--- config.mk ---
export PLATFORM = sky130hd
export DESIGN_NAME = periodic_update_gen
export DESIGN_NICKNAME = d
export VERILOG_FILES = /design/src/rtl/pug_pkg.sv /design/src/rtl/pug_prescaler.sv /design/src/rtl/pug_term_counter.sv /design/src/rtl/pug_stretcher.sv /design/src/rtl/periodic_update_gen.sv
export SDC_FILE = /design/constraint.sdc
export NUM_CORES = 1
export LEC_CHECK = 0
export ABC_CLOCK_PERIOD_IN_PS = 2600
export BUFFER_PORTS_ARGS = -buffer_cell sky130_fd_sc_hd__buf_2
export CAP_MARGIN = 20
export CORE_MARGIN = 2
export CORE_UTILIZATION = 50
export CTS_CLUSTER_DIAMETER = 60
export DETAILED_ROUTE_END_ITERATION = 7
export GPL_TIMING_DRIVEN = 0
export PLACE_DENSITY = 0.74
export SLEW_MARGIN = 10
export SYNTH_ARGS = -nofsm -noshare
export SYNTH_HDL_FRONTEND = slang
export SYNTH_SLANG_ARGS = --single-unit
--- constraint.sdc ---
create_clock -name clk -period 2.6 [get_ports clk]
set_input_delay 0.26 -clock clk [delete_from_list [all_inputs] [get_ports clk]]
set_output_delay 0.26 -clock clk [all_outputs]
set_load 0.02 [all_outputs]
--- src/rtl/pug_pkg.sv ---
package pug_pkg;

    localparam int unsigned CNT_W      = 32;
    localparam int unsigned RATE_W     = 2;
    localparam int unsigned BASE_DIV   = 4;
    localparam int unsigned PULSE_LEN  = 12;
    localparam int unsigned STATIC_MAX = 3;

    localparam int unsigned MAX_DIV = BASE_DIV << ((1 << RATE_W) - 1);
    localparam int unsigned PRE_W   = $clog2(MAX_DIV);
    localparam int unsigned LIM_W   = PRE_W + 1;
    localparam int unsigned STR_W   = $clog2(PULSE_LEN + 1);

    typedef logic [RATE_W-1:0] rate_t;
    typedef logic [CNT_W-1:0]  term_t;

    typedef struct packed {
        rate_t rate;
        term_t term;
    } cfg_t;

    typedef enum logic [1:0] {
        DRV_OFF   = 2'd0,
        DRV_PULSE = 2'd1,
        DRV_HOLD  = 2'd2
    } drive_e;

    // Number of system clocks per divided tick
    function automatic logic [LIM_W-1:0] pre_limit(rate_t a);
        return LIM_W'(BASE_DIV) << a;
    endfunction

    function automatic logic is_static(term_t b);
        return b <= term_t'(STATIC_MAX);
    endfunction

    function automatic drive_e pick_drive(logic en, term_t b);
        if (!en)
            return DRV_OFF;
        else if (is_static(b))
            return DRV_HOLD;
        else
            return DRV_PULSE;
    endfunction

endpackage

--- src/rtl/pug_prescaler.sv ---
module pug_prescaler
    import pug_pkg::*;
#(
    parameter int unsigned P_RATE_W = RATE_W,
    parameter int unsigned P_PRE_W  = PRE_W
) (
    input  logic                clk,
    input  logic                rst,
    input  logic                clear,
    input  logic [P_RATE_W-1:0] rate,
    output logic                tick
);
    localparam int unsigned L_W = P_PRE_W + 1;

    logic [P_PRE_W-1:0] cnt_q;
    logic [L_W-1:0]     lim;

    always_comb begin
        lim  = L_W'(pre_limit(rate_t'(rate)));
        tick = ({1'b0, cnt_q} == (lim - L_W'(1)));
    end

    always_ff @(posedge clk) begin
        if (rst || clear)
            cnt_q <= '0;
        else if (tick)
            cnt_q <= '0;
        else
            cnt_q <= cnt_q + P_PRE_W'(1);
    end

endmodule

--- src/rtl/pug_term_counter.sv ---
module pug_term_counter
    import pug_pkg::*;
#(
    parameter int unsigned P_CNT_W = CNT_W
) (
    input  logic               clk,
    input  logic               rst,
    input  logic               clear,
    input  logic               tick,
    input  logic [P_CNT_W-1:0] term,
    output logic               fire
);
    logic [P_CNT_W-1:0] cnt_q;
    logic               at_end;

    always_comb begin
        at_end = (term != '0) && (cnt_q == term - P_CNT_W'(1));
        fire   = tick && at_end;
    end

    always_ff @(posedge clk) begin
        if (rst || clear)
            cnt_q <= '0;
        else if (tick)
            cnt_q <= at_end ? '0 : cnt_q + P_CNT_W'(1);
    end

endmodule

--- src/rtl/pug_stretcher.sv ---
module pug_stretcher
    import pug_pkg::*;
#(
    parameter int unsigned P_LEN = PULSE_LEN
) (
    input  logic clk,
    input  logic rst,
    input  logic clear,
    input  logic start,
    output logic active
);
    localparam int unsigned W = $clog2(P_LEN + 1);

    logic [W-1:0] left_q;

    always_ff @(posedge clk) begin
        if (rst || clear)
            left_q <= '0;
        else if (start)
            left_q <= W'(P_LEN);
        else if (left_q != '0)
            left_q <= left_q - W'(1);
    end

    assign active = (left_q != '0);

endmodule

--- src/rtl/periodic_update_gen.sv ---
module periodic_update_gen
    import pug_pkg::*;
(
    input  logic              clk,
    input  logic              rst,
    input  logic              enable,
    input  logic [RATE_W-1:0] rate_sel,
    input  logic [CNT_W-1:0]  term_count,
    output logic              upd_event,
    output logic              strobe_out,
    output logic              strobe_oe
);
    cfg_t   cfg_now, cfg_q;
    logic   en_q;
    logic   restart;
    logic   tick, fire, start, pulse_on;
    drive_e drv;

    always_comb begin
        cfg_now.rate = rate_sel;
        cfg_now.term = term_count;
        restart      = !enable || !en_q || (cfg_now != cfg_q);
        start        = fire && !restart;
    end

    always_ff @(posedge clk) begin
        if (rst) begin
            cfg_q     <= '0;
            en_q      <= 1'b0;
            upd_event <= 1'b0;
        end else begin
            cfg_q     <= cfg_now;
            en_q      <= enable;
            upd_event <= start;
        end
    end

    pug_prescaler #(.P_RATE_W(RATE_W), .P_PRE_W(PRE_W)) pre_i (
        .clk   (clk),
        .rst   (rst),
        .clear (restart),
        .rate  (rate_sel),
        .tick  (tick)
    );

    pug_term_counter #(.P_CNT_W(CNT_W)) cnt_i (
        .clk   (clk),
        .rst   (rst),
        .clear (restart),
        .tick  (tick),
        .term  (term_count),
        .fire  (fire)
    );

    pug_stretcher #(.P_LEN(PULSE_LEN)) str_i (
        .clk    (clk),
        .rst    (rst),
        .clear  (restart),
        .start  (start),
        .active (pulse_on)
    );

    always_comb begin
        drv = pick_drive(enable && !rst, term_count);
        unique case (drv)
            DRV_HOLD:  strobe_out = 1'b1;
            DRV_PULSE: strobe_out = pulse_on;
            default:   strobe_out = 1'b0;
        endcase
        strobe_oe = (drv != DRV_OFF);
    end

endmodule

==> results of run 1 <==
sequential cells by signal, indices dropped and copies added (netlist names):
register      flops
cfg_q            34
cnt_i.cnt_q      32
en_q              1
pre_i.cnt_q       5
str_i.left_q      4
upd_event         1
repair_timing:
| item | 4_1_cts | 5_1_grt |
|---|---|---|
| gates resized for setup | 22 | 56 |
| setup buffers | 10 | 13 |
| hold buffers | 0 | 0 |
| gates cloned | 1 | 2 |
| endpoints found under the setup margin | 41 | 33 |
| endpoints found under the hold margin | 0 | 0 |
| pin swaps | 8 | 21 |
area by class of cell:
type                       instances  area, um^2
fill                             743        3190
multi-input combinational        396        2970
sequential                        77        1540
timing repair buffer              54         445
buffer                            20         135
tap                              108         135
clock buffer                      10         128
inverter                          15        73.8
clock inverter                     6        63.8
path summary, 6_finish.rpt:
check                           depth (start not counted)              end           start
worst max-delay path                                   14  cnt_i.cnt_q[24]   term_count[4]
worst min-delay path                                    3         cfg_q[0]   term_count[0]
worst max register to register                         10  cnt_i.cnt_q[28]       cfg_q[24]
worst min register to register                          1   pre_i.cnt_q[0]  pre_i.cnt_q[0]
per-stage QoR:
stage	power (mW)	setup WS, ns	std cells	utilization (%)
detailed placement	1.52	-0.843	648	54.9
floorplan	1.42	0.00946	512	-
CTS	2.40	0.00359	673	59.4
global route	2.52	-0.113	686	63.2
global placement	1.51	-0.878	648	54.9
finish	2.43	-0.0277	686	63.2
power by group:
part / switching, mW / internal, mW
Combinational: 0.177 / 0.143
Clock: 0.447 / 0.442
Sequential: 0.0123 / 1.21
kinds of logic after synthesis:
group,after synthesis,share of synthesized area (%)
and+or+nand+nor,238,31.1
xor gates and xnor gates,117,23.0
DFF,77,34.6
buffers and inverters,39,4.07
AOI/OAI and AO/OA,35,5.67
adders and majority gates,5,1.40
muxes,1,0.253
worst reg2reg max path, cell delays in order, from the launching register on:
cell and delay, ns:
dfxtp_1 0.33, xnor2_2 0.20, nand4_1 0.21, nor4_2 0.36, nand4_1 0.15, or4_4 0.63, inv_2 0.13, o21ai_4 0.09
buf_12 0.19, clkbuf_16 0.16, nor2_2 0.10
synth_stat cells (all sizes together) (2+ instances only):
master,instances
a211oi,3
a21oi,6
a31oi,3
and3,11
and4,5
buf,8
clkbuf,16
dfxtp,77
ha,5
inv,15
nand2,18
nand3,20
nand3b,2
nand4,23
nand4b,2
nor2,66
nor2b,32
nor3,17
nor4,20
nor4b,2
o21ai,8
or2,2
or3,8
or4,5
xnor2,80
xor2,37
layer usage:
metal  vias to the layer above  global-route usage, %
met4                         0                   11.1
met1                      1872                   31.6
met3                        24                   5.46
li1                       1882                      -
met5                         -                      0
met2                       128                   41.0
==> results.toml, run 1 <==
[clocking]
cts_made_buffers = 9
cts_tree = "built"
cts_root_buffer = "clkbuf_8"
clk_pin_slew_ns = 0.08
h-tree-depth = 3
clk_latency_ns = 0.36
cts_buffer_depth = 2
cts.sinks = 77

[yosys]
ys_seq_elements = 77
syn_nets = 554
synth_edf_count = 0
synth-warning-count = 0
synth_largest_area_cell = "dfxtp_1"
avgSynthCellArea_um2 = 8.71
synth_area_leaders = "dfxtp_1 35%, xnor2_1 16%, xor2_1 7.3%"
synth_cells = 512
synth-seq-area-share_pct = 34.6
synth_top_area_share_pct = 34.6
synth_cell_types = 56
synthArstFlopShare_pct = 0
synthFlopType = "dfxtp_1"
synth_area_um2 = 4460

[outcome]
outcome = "finished with violations"
violations = "negative setup slack"

[sta]
worst_slack_ns = -0.0277
hold_slack_ns = 0.145
rsz0062_at_grt = "true"
fmax_mhz = 381
finalCritPeriodShare_pct = 101
fin_crit_ns = 2.63
setup_viol = 19
fin_skew_ns = 0.0108
fin_tns_setup_ns = -0.294
hold_viol = 0
maxSlewHeadroom_pct = 49.3
slew_viol_final = 0
tightest_slew_ns = 0.752

[routing]
dr_wl_met2_um = 5900
met1_length_um = 5270
drt_iter0_drc = 235
avgRoutedWirePerCell_um = 17.6
drt_pass1_iterations = 5
ant_nets = 0
top_layer = "met4"
vias = 3906
drcViolationCount = 0
vias_per_cell = 5.69
wl_met3_um = 568
wirelength_um = 12100

[die]
fp.dieW_um = 98.4
die_y_um = 98.4
core_um2 = 8680
io_pins = 40
start_util_pct = 51.4
std_cell_rows = 34
die_area_um2 = 9690

[place]
placed_area_um2 = 4770
place_hpwl_um = 8900
place_congestion = 0.910
port_buffers = 28

[setup_path]
crit_required_ns = 2.86
cpPeakStageDelay_ns = 0.32
cp-start-kind = "primary input"
path_buf_inv = 6
critPathTopFamily = "simple AND/OR/NAND/NOR gates"
cp.arrival_ns = 2.89
cp_max_fo = 9
path_class = "in -> reg"
path_cells = "buf_2 > nor4_4 > buf_4 > and4_1 > clkbuf_1 > a31oi_1 > nand4b_1 > nor4_2 > nand4_1 > buf_6 > o21ai_4 > buf_12 > clkbuf_16 > nor2_2"
endpoint_kind = "flop"
r2r_slack_ns = 0.01
critPathSlowestCell = "nor4_2"

[finish]
layout_commonest_cell = "xnor2_1"
area_growth_syn_to_layout_pct = 23.1
design_area_um2 = 5490
nNetsFinal = 615
drive_above_1_share_pct = 24.9
final_cell_mix = "79 x xnor2_1, 77 x dfxtp_1, 40 x nor2_1"
num_antenna_cells = 0

[power_and_ir_drop]
irDropWorstVdd_mv = 0.303
power.density_nw_per_um2 = 442
leakage_nw = 1.89

[global_route]
antenna_found_initial = 0
grt_overflow = 0
grt_pass1_vias = 3794
grt_use_total_pct = 25.0
grt_start_max_net_pins = 14
grt_first_pass_wirelength_um = 19000

[hold_path]
hp-class = "in -> reg"

[run]
cap_violations = 0
No activity file was read; power rests on OpenSTA's default activity.
==> inputs of run 2 (changes only) <==
==> constraint.sdc (replaced) <==
create_clock -name clk -period 2.6 [get_ports clk]
set_input_delay 0.39 -clock clk [delete_from_list [all_inputs] [get_ports clk]]
set_output_delay 0.39 -clock clk [all_outputs]
set_load 0.02 [all_outputs]
==> run 2 against run 1 <==
  * Final cell count is the same
  * Clock skew is essentially flat
  * Die area is the same
  * Utilization grew 0.40 points
  * Critical path depth shrank 2
  * First-iteration DRC count grew 1.3%
  * Via count shrank 1.3%
  * The flow still finishes with violations (negative setup slack)
  * Fmax shrank 6.0%
  * Clock power grew 9.9%
  * Flip-flop and latch count is the same
  * Non-clock buffer count grew 1
  * Global-route usage shrank 0.69 points
==> results.toml, run 2 (synthesized netlist as in run 1, its figures left out) <==
[global_route]
grt_use_total_pct = 24.3
antenna_found_initial = 0
grt_first_pass_wirelength_um = 18600
grt_start_max_net_pins = 13
grt_pass1_vias = 3694
grt_overflow = 0

[power_and_ir_drop]
sw_frac_of_total_pct = 24.0
p_comb_share_pct = 12.7
p_sw_mw = 0.605
power.density_nw_per_um2 = 455
irDropWorstVdd_mv = 0.286
leakage_nw = 1.91
p_int_mw = 1.91
seq_power_share_pct = 48.5
pwr-share-clk_pct = 38.8

[clocking]
h-tree-depth = 3
clk_pin_slew_ns = 0.08
cts_root_buffer = "clkbuf_8"
cts.sinks = 77
cts_buffer_depth = 2
hold_buffers = 0
cts_made_buffers = 9
clk_latency_ns = 0.35
cts_tree = "built"

[routing]
vias = 3856
drt_iter0_drc = 238
avgRoutedWirePerCell_um = 17.0
drcViolationCount = 0
vias_per_cell = 5.62
ant_nets = 0
wirelength_um = 11700
drt_pass1_iterations = 4

[sta]
rsz0062_at_grt = "true"
finalCritPeriodShare_pct = 108
fmax_mhz = 358
tightest_slew_ns = 0.745
fin_tns_setup_ns = -5.65
maxSlewHeadroom_pct = 49.8
fin_crit_ns = 2.80
fin_skew_ns = 0.0109
setup_viol = 32
hold_slack_ns = 0.277
slew_viol_final = 0
hold_viol = 0
worst_slack_ns = -0.195

[hold_path]
hp-class = "in -> reg"
hp-start = "term_count[1]"
whs_endpoint = "cfg_q[1]"
hold_depth = 3

[setup_path]
cp.arrival_ns = 3.03
crit_top_cell = "buf_12"
cp_max_fo = 6
rr_worst_depth = 11
path_class = "in -> reg"
r2r_slack_ns = -0.05
r2r_end = "str_i.left_q[1]"
path_cells = "buf_12 > or4_4 > nand4b_4 > nor4_4 > xnor2_1 > nor4_2 > nand4_1 > buf_6 > o21ai_4 > buf_12 > clkbuf_16 > nor2_1"
endpoint_kind = "flop"
critPathSlowestCell = "or4_4"
cpPeakStageDelay_ns = 0.60
regToRegStartpoint = "cfg_q[5]"
crit_required_ns = 2.84
cp-start-kind = "primary input"

[die]
start_util_pct = 51.4
die_area_um2 = 9690
fp.dieW_um = 98.4
std_cell_rows = 34
core_um2 = 8680
die_y_um = 98.4
io_pins = 40

[place]
place_congestion = 0.942
port_buffers = 28
place_hpwl_um = 8800
pre_cts_ws_ns = -0.862

[finish]
nNetsFinal = 616
largest_register_ffs = 34
top_register = "cfg_q"
top_regs = "cfg_q x34, cnt_i.cnt_q x32, pre_i.cnt_q x5"
drive_above_1_share_pct = 24.7
area_growth_syn_to_layout_pct = 23.9
num_antenna_cells = 0
final_cell_mix = "77 x xnor2_1, 77 x dfxtp_1, 43 x nor2_1"

[run]
cap_violations = 0

[outcome]
outcome = "finished with violations"
violations = "negative setup slack"
run 2: cell types whose count changed in the layout (fill, tap and decap cells not counted), sizes merged:
cell,before,now
clkinv,4,2
bufinv,1,2
clkinvlp,2,1
clkbuf,25,27
run 2: worst max path at each step:
stage	startpoint	to
after CTS	term_count[16]	cnt_i.cnt_q[12]
final	term_count[16]	cnt_i.cnt_q[15]
after detailed placement	term_count[1]	cnt_i.cnt_q[6]
after floorplan	term_count[1]	cnt_i.cnt_q[3]
after global placement	term_count[1]	str_i.left_q[0]
after global routing	term_count[1]	cnt_i.cnt_q[10]
run 2: power groups by stage:
stage	logic, mW	clock network, mW	registers [mW]
2_1_floorplan	0.181	0	1.25
3_3_place_gp	0.273	0	1.25
3_5_place_dp	0.278	0	1.25
4_1_cts	0.301	0.986	1.22
5_1_grt	0.343	1.03	1.22
6_report	0.319	0.976	1.22
run 2: timing repair:
item                       4_1_cts  5_1_grt
setup buffers                   12        8
hold endpoints to repair         0        0
resized for setup               32       34
gates cloned                     1        2
pin swaps                       14       11
setup endpoints to repair       37       34
run 2: through the flow:
| step | cells | cell area (um^2) | power (mW) | util, % |
|---|---|---|---|---|
| after floorplan | 512 | 4540 | 1.43 | - |
| after global placement | 648 | 4810 | 1.52 | 55.5 |
| after detailed placement | 648 | 4810 | 1.53 | 55.5 |
| after CTS | 676 | 5290 | 2.51 | 60.9 |
| after global routing | 686 | 5520 | 2.59 | 63.7 |
| final | 686 | 5520 | 2.52 | 63.7 |
run 2: area by class of cell:
type / count / area [um^2]
clock inverter: 4 / 72.6
fill: 743 / 3150
inverter: 15 / 85.1
tap: 108 / 135
clock buffer: 11 / 141
multi-input combinational: 396 / 2960
buffer: 24 / 166
timing repair buffer: 51 / 427
sequential: 77 / 1540
run 2: critical path, delay by kind of cell:
family	cells	cell delay [ns]
AND/OR/NAND/NOR	6	1.72
XOR/XNOR	1	0.11
AO/OA/AOI/OAI	1	0.22
buffers and inverters	4	0.57
run 2: routing by layer:
layer	wire (um)	track usage [%]	vias up
met5	0	0	-
met4	308	7.48	0
met3	613	4.04	26
met2	5680	42.0	111
met1	5090	31.1	1824
li1	-	-	1895
==> inputs of run 3 (changes only) <==
MAX_ROUTING_LAYER = met4   (was not set)
SKIP_LAST_GASP = 1   (was not set)
==> run 3 against run 2 <==
  * The flow still finishes with violations (negative setup slack)
  * Die area is the same
  * Final cell count rose by 0.58%
  * Critical path depth stayed put
  * Utilization rose by 0.12 points
  * Power increased by 2.9%
  * Critical endpoint is now cnt_i.cnt_q[18]
  * Largest power group unchanged
==> results.toml, run 3 (synthesized netlist as in run 1, its figures left out) <==
[global_route]
grt_use_total_pct = 25.5
grt_start_max_net_pins = 13
grt_first_pass_wirelength_um = 18900
antenna_found_initial = 0
grt_overflow = 0
grt_pass1_vias = 3807

[die]
die_area_um2 = 9690
fp.dieW_um = 98.4
core_um2 = 8680
die_y_um = 98.4
std_cell_rows = 34
start_util_pct = 51.4
io_pins = 40

[finish]
area_growth_syn_to_layout_pct = 24.1
layout_commonest_cell = "xnor2_1"
top_register = "cfg_q"
num_antenna_cells = 0
nNetsFinal = 620
top_regs = "cfg_q x34, cnt_i.cnt_q x32, pre_i.cnt_q x5"
final_cell_mix = "78 x xnor2_1, 77 x dfxtp_1, 48 x nor2_1"
final_util_pct = 63.8
fillCellCount = 727
drive_above_1_share_pct = 24.9
largest_register_ffs = 34

[setup_path]
r2r_end = "str_i.left_q[1]"
path_class = "in -> reg"
path_cells = "buf_8 > or4_4 > buf_4 > or3_1 > a211oi_2 > and4_1 > nand4_1 > buf_4 > o21ai_4 > buf_12 > clkbuf_16 > nor2_2"
rr_worst_depth = 10
regToRegStartpoint = "cfg_q[5]"
endpoint_kind = "flop"
critPathSlowestCell = "or4_4"
cpPeakStageDelay_ns = 0.57
cp_max_fo = 5
cp-start-kind = "primary input"
crit_top_cell = "buf_4"
crit_required_ns = 2.84
critPathTopFamily = "simple AND/OR/NAND/NOR gates"
r2r_slack_ns = 0.04
crit_start = "term_count[19]"
path_buf_inv = 5
cp.arrival_ns = 3.00

[clocking]
clk_latency_ns = 0.35
h-tree-depth = 3
cts_tree = "built"
cts_buffer_depth = 2
cts_root_buffer = "clkbuf_8"
cts_made_buffers = 9
cts.sinks = 77
clk_pin_slew_ns = 0.08

[hold_path]
hp-start = "term_count[19]"
hp-class = "in -> reg"
hold_depth = 2
whs_endpoint = "cfg_q[19]"

[place]
place_congestion = 0.939
port_buffers = 28
place_hpwl_um = 8890

[routing]
wirelength_um = 12000
vias = 3887
drt_iter0_drc = 258
drcViolationCount = 0
ant_nets = 0
vias_per_cell = 5.63
drt_pass1_iterations = 4
avgRoutedWirePerCell_um = 17.4

[power_and_ir_drop]
irDropWorstVdd_mv = 0.231
power_mw = 2.59
leakage_nw = 1.93
power.density_nw_per_um2 = 468

[sta]
fin_skew_ns = 0.0149
slew_viol_final = 0
fmax_mhz = 362
worst_slack_ns = -0.160
fin_crit_ns = 2.76
maxSlewHeadroom_pct = 49.7
tightest_slew_ns = 0.747
setup_viol = 32
finalCritPeriodShare_pct = 106
hold_viol = 0
rsz0062_at_grt = "true"

[outcome]
outcome = "finished with violations"
violations = "negative setup slack"

[run]
cap_violations = 0
-- run 3: cell types whose count changed in the layout (fill, tap and decap cells not counted), sizes merged --
cell | previous run | this run
inv | 14 | 15
clkinv | 2 | 0
buf | 59 | 66
clkbuf | 27 | 25
-- run 3: what timing repair did --
item                                    in CTS  in global routing
endpoints found under the setup margin      41                 35
gates resized for setup                     31                 30
pin swaps                                   19                  7
cloned                                       1                  1
buffers inserted                            19                 10
hold buffers                                 0                  0
-- run 3: cell type report --
cell class	count	area [um^2]	share of cell area [%]
Tap cell	108	135	2.44
Timing Repair Buffer	58	455	8.23
Multi-Input combinational cell	396	2950	53.3
Clock inverter	3	67.6	1.22
Clock buffer	12	165	2.98
Buffer	21	141	2.55
Sequential cell	77	1540	27.9
Inverter	15	80.1	1.45
-- run 3: worst max-delay path by stage --
stage	to	slack (ns)	depth (start not counted)
global placement	str_i.left_q[0]	-0.93	13
CTS	cnt_i.cnt_q[10]	-0.1	15
global route	cnt_i.cnt_q[18]	-0.25	12
finish	cnt_i.cnt_q[18]	-0.16	12
floorplan	cnt_i.cnt_q[3]	-0.05	12
detailed placement	str_i.left_q[0]	-0.92	13
-- run 3: power by group --
part | switching, mW | internal, mW | total (mW) | leakage (nW)
registers | 0.0121 | 1.21 | 1.22 | 0.630
logic | 0.181 | 0.147 | 0.328 | 1.18
clock network | 0.427 | 0.614 | 1.04 | 0.115
total | 0.621 | 1.97 | 2.59 | 1.93
-- run 3: through the flow --
step | area, um^2 | setup WS (ns) | instances | setup TNS [ns] | hold slack (ns)
floorplan | 4540 | -0.0490 | 512 | -0.860 | 0.418
global placement | 4810 | -0.926 | 648 | -32.06 | 0.425
detailed placement | 4810 | -0.918 | 648 | -31.98 | 0.432
CTS | 5360 | -0.0978 | 682 | -2.67 | 0.279
global route | 5530 | -0.245 | 690 | -6.92 | 0.294
finish | 5530 | -0.160 | 690 | -4.22 | 0.267
-- run 3: layer usage --
layer / vias to the layer above / GRT usage (%) / share of wire, %
met5: - / - / 0
met4: 0 / 10.3 / 3.6
met3: 31 / 4.04 / 5.2
met2: 126 / 41.5 / 49
met1: 1834 / 31.8 / 43
li1: 1896 / - / -
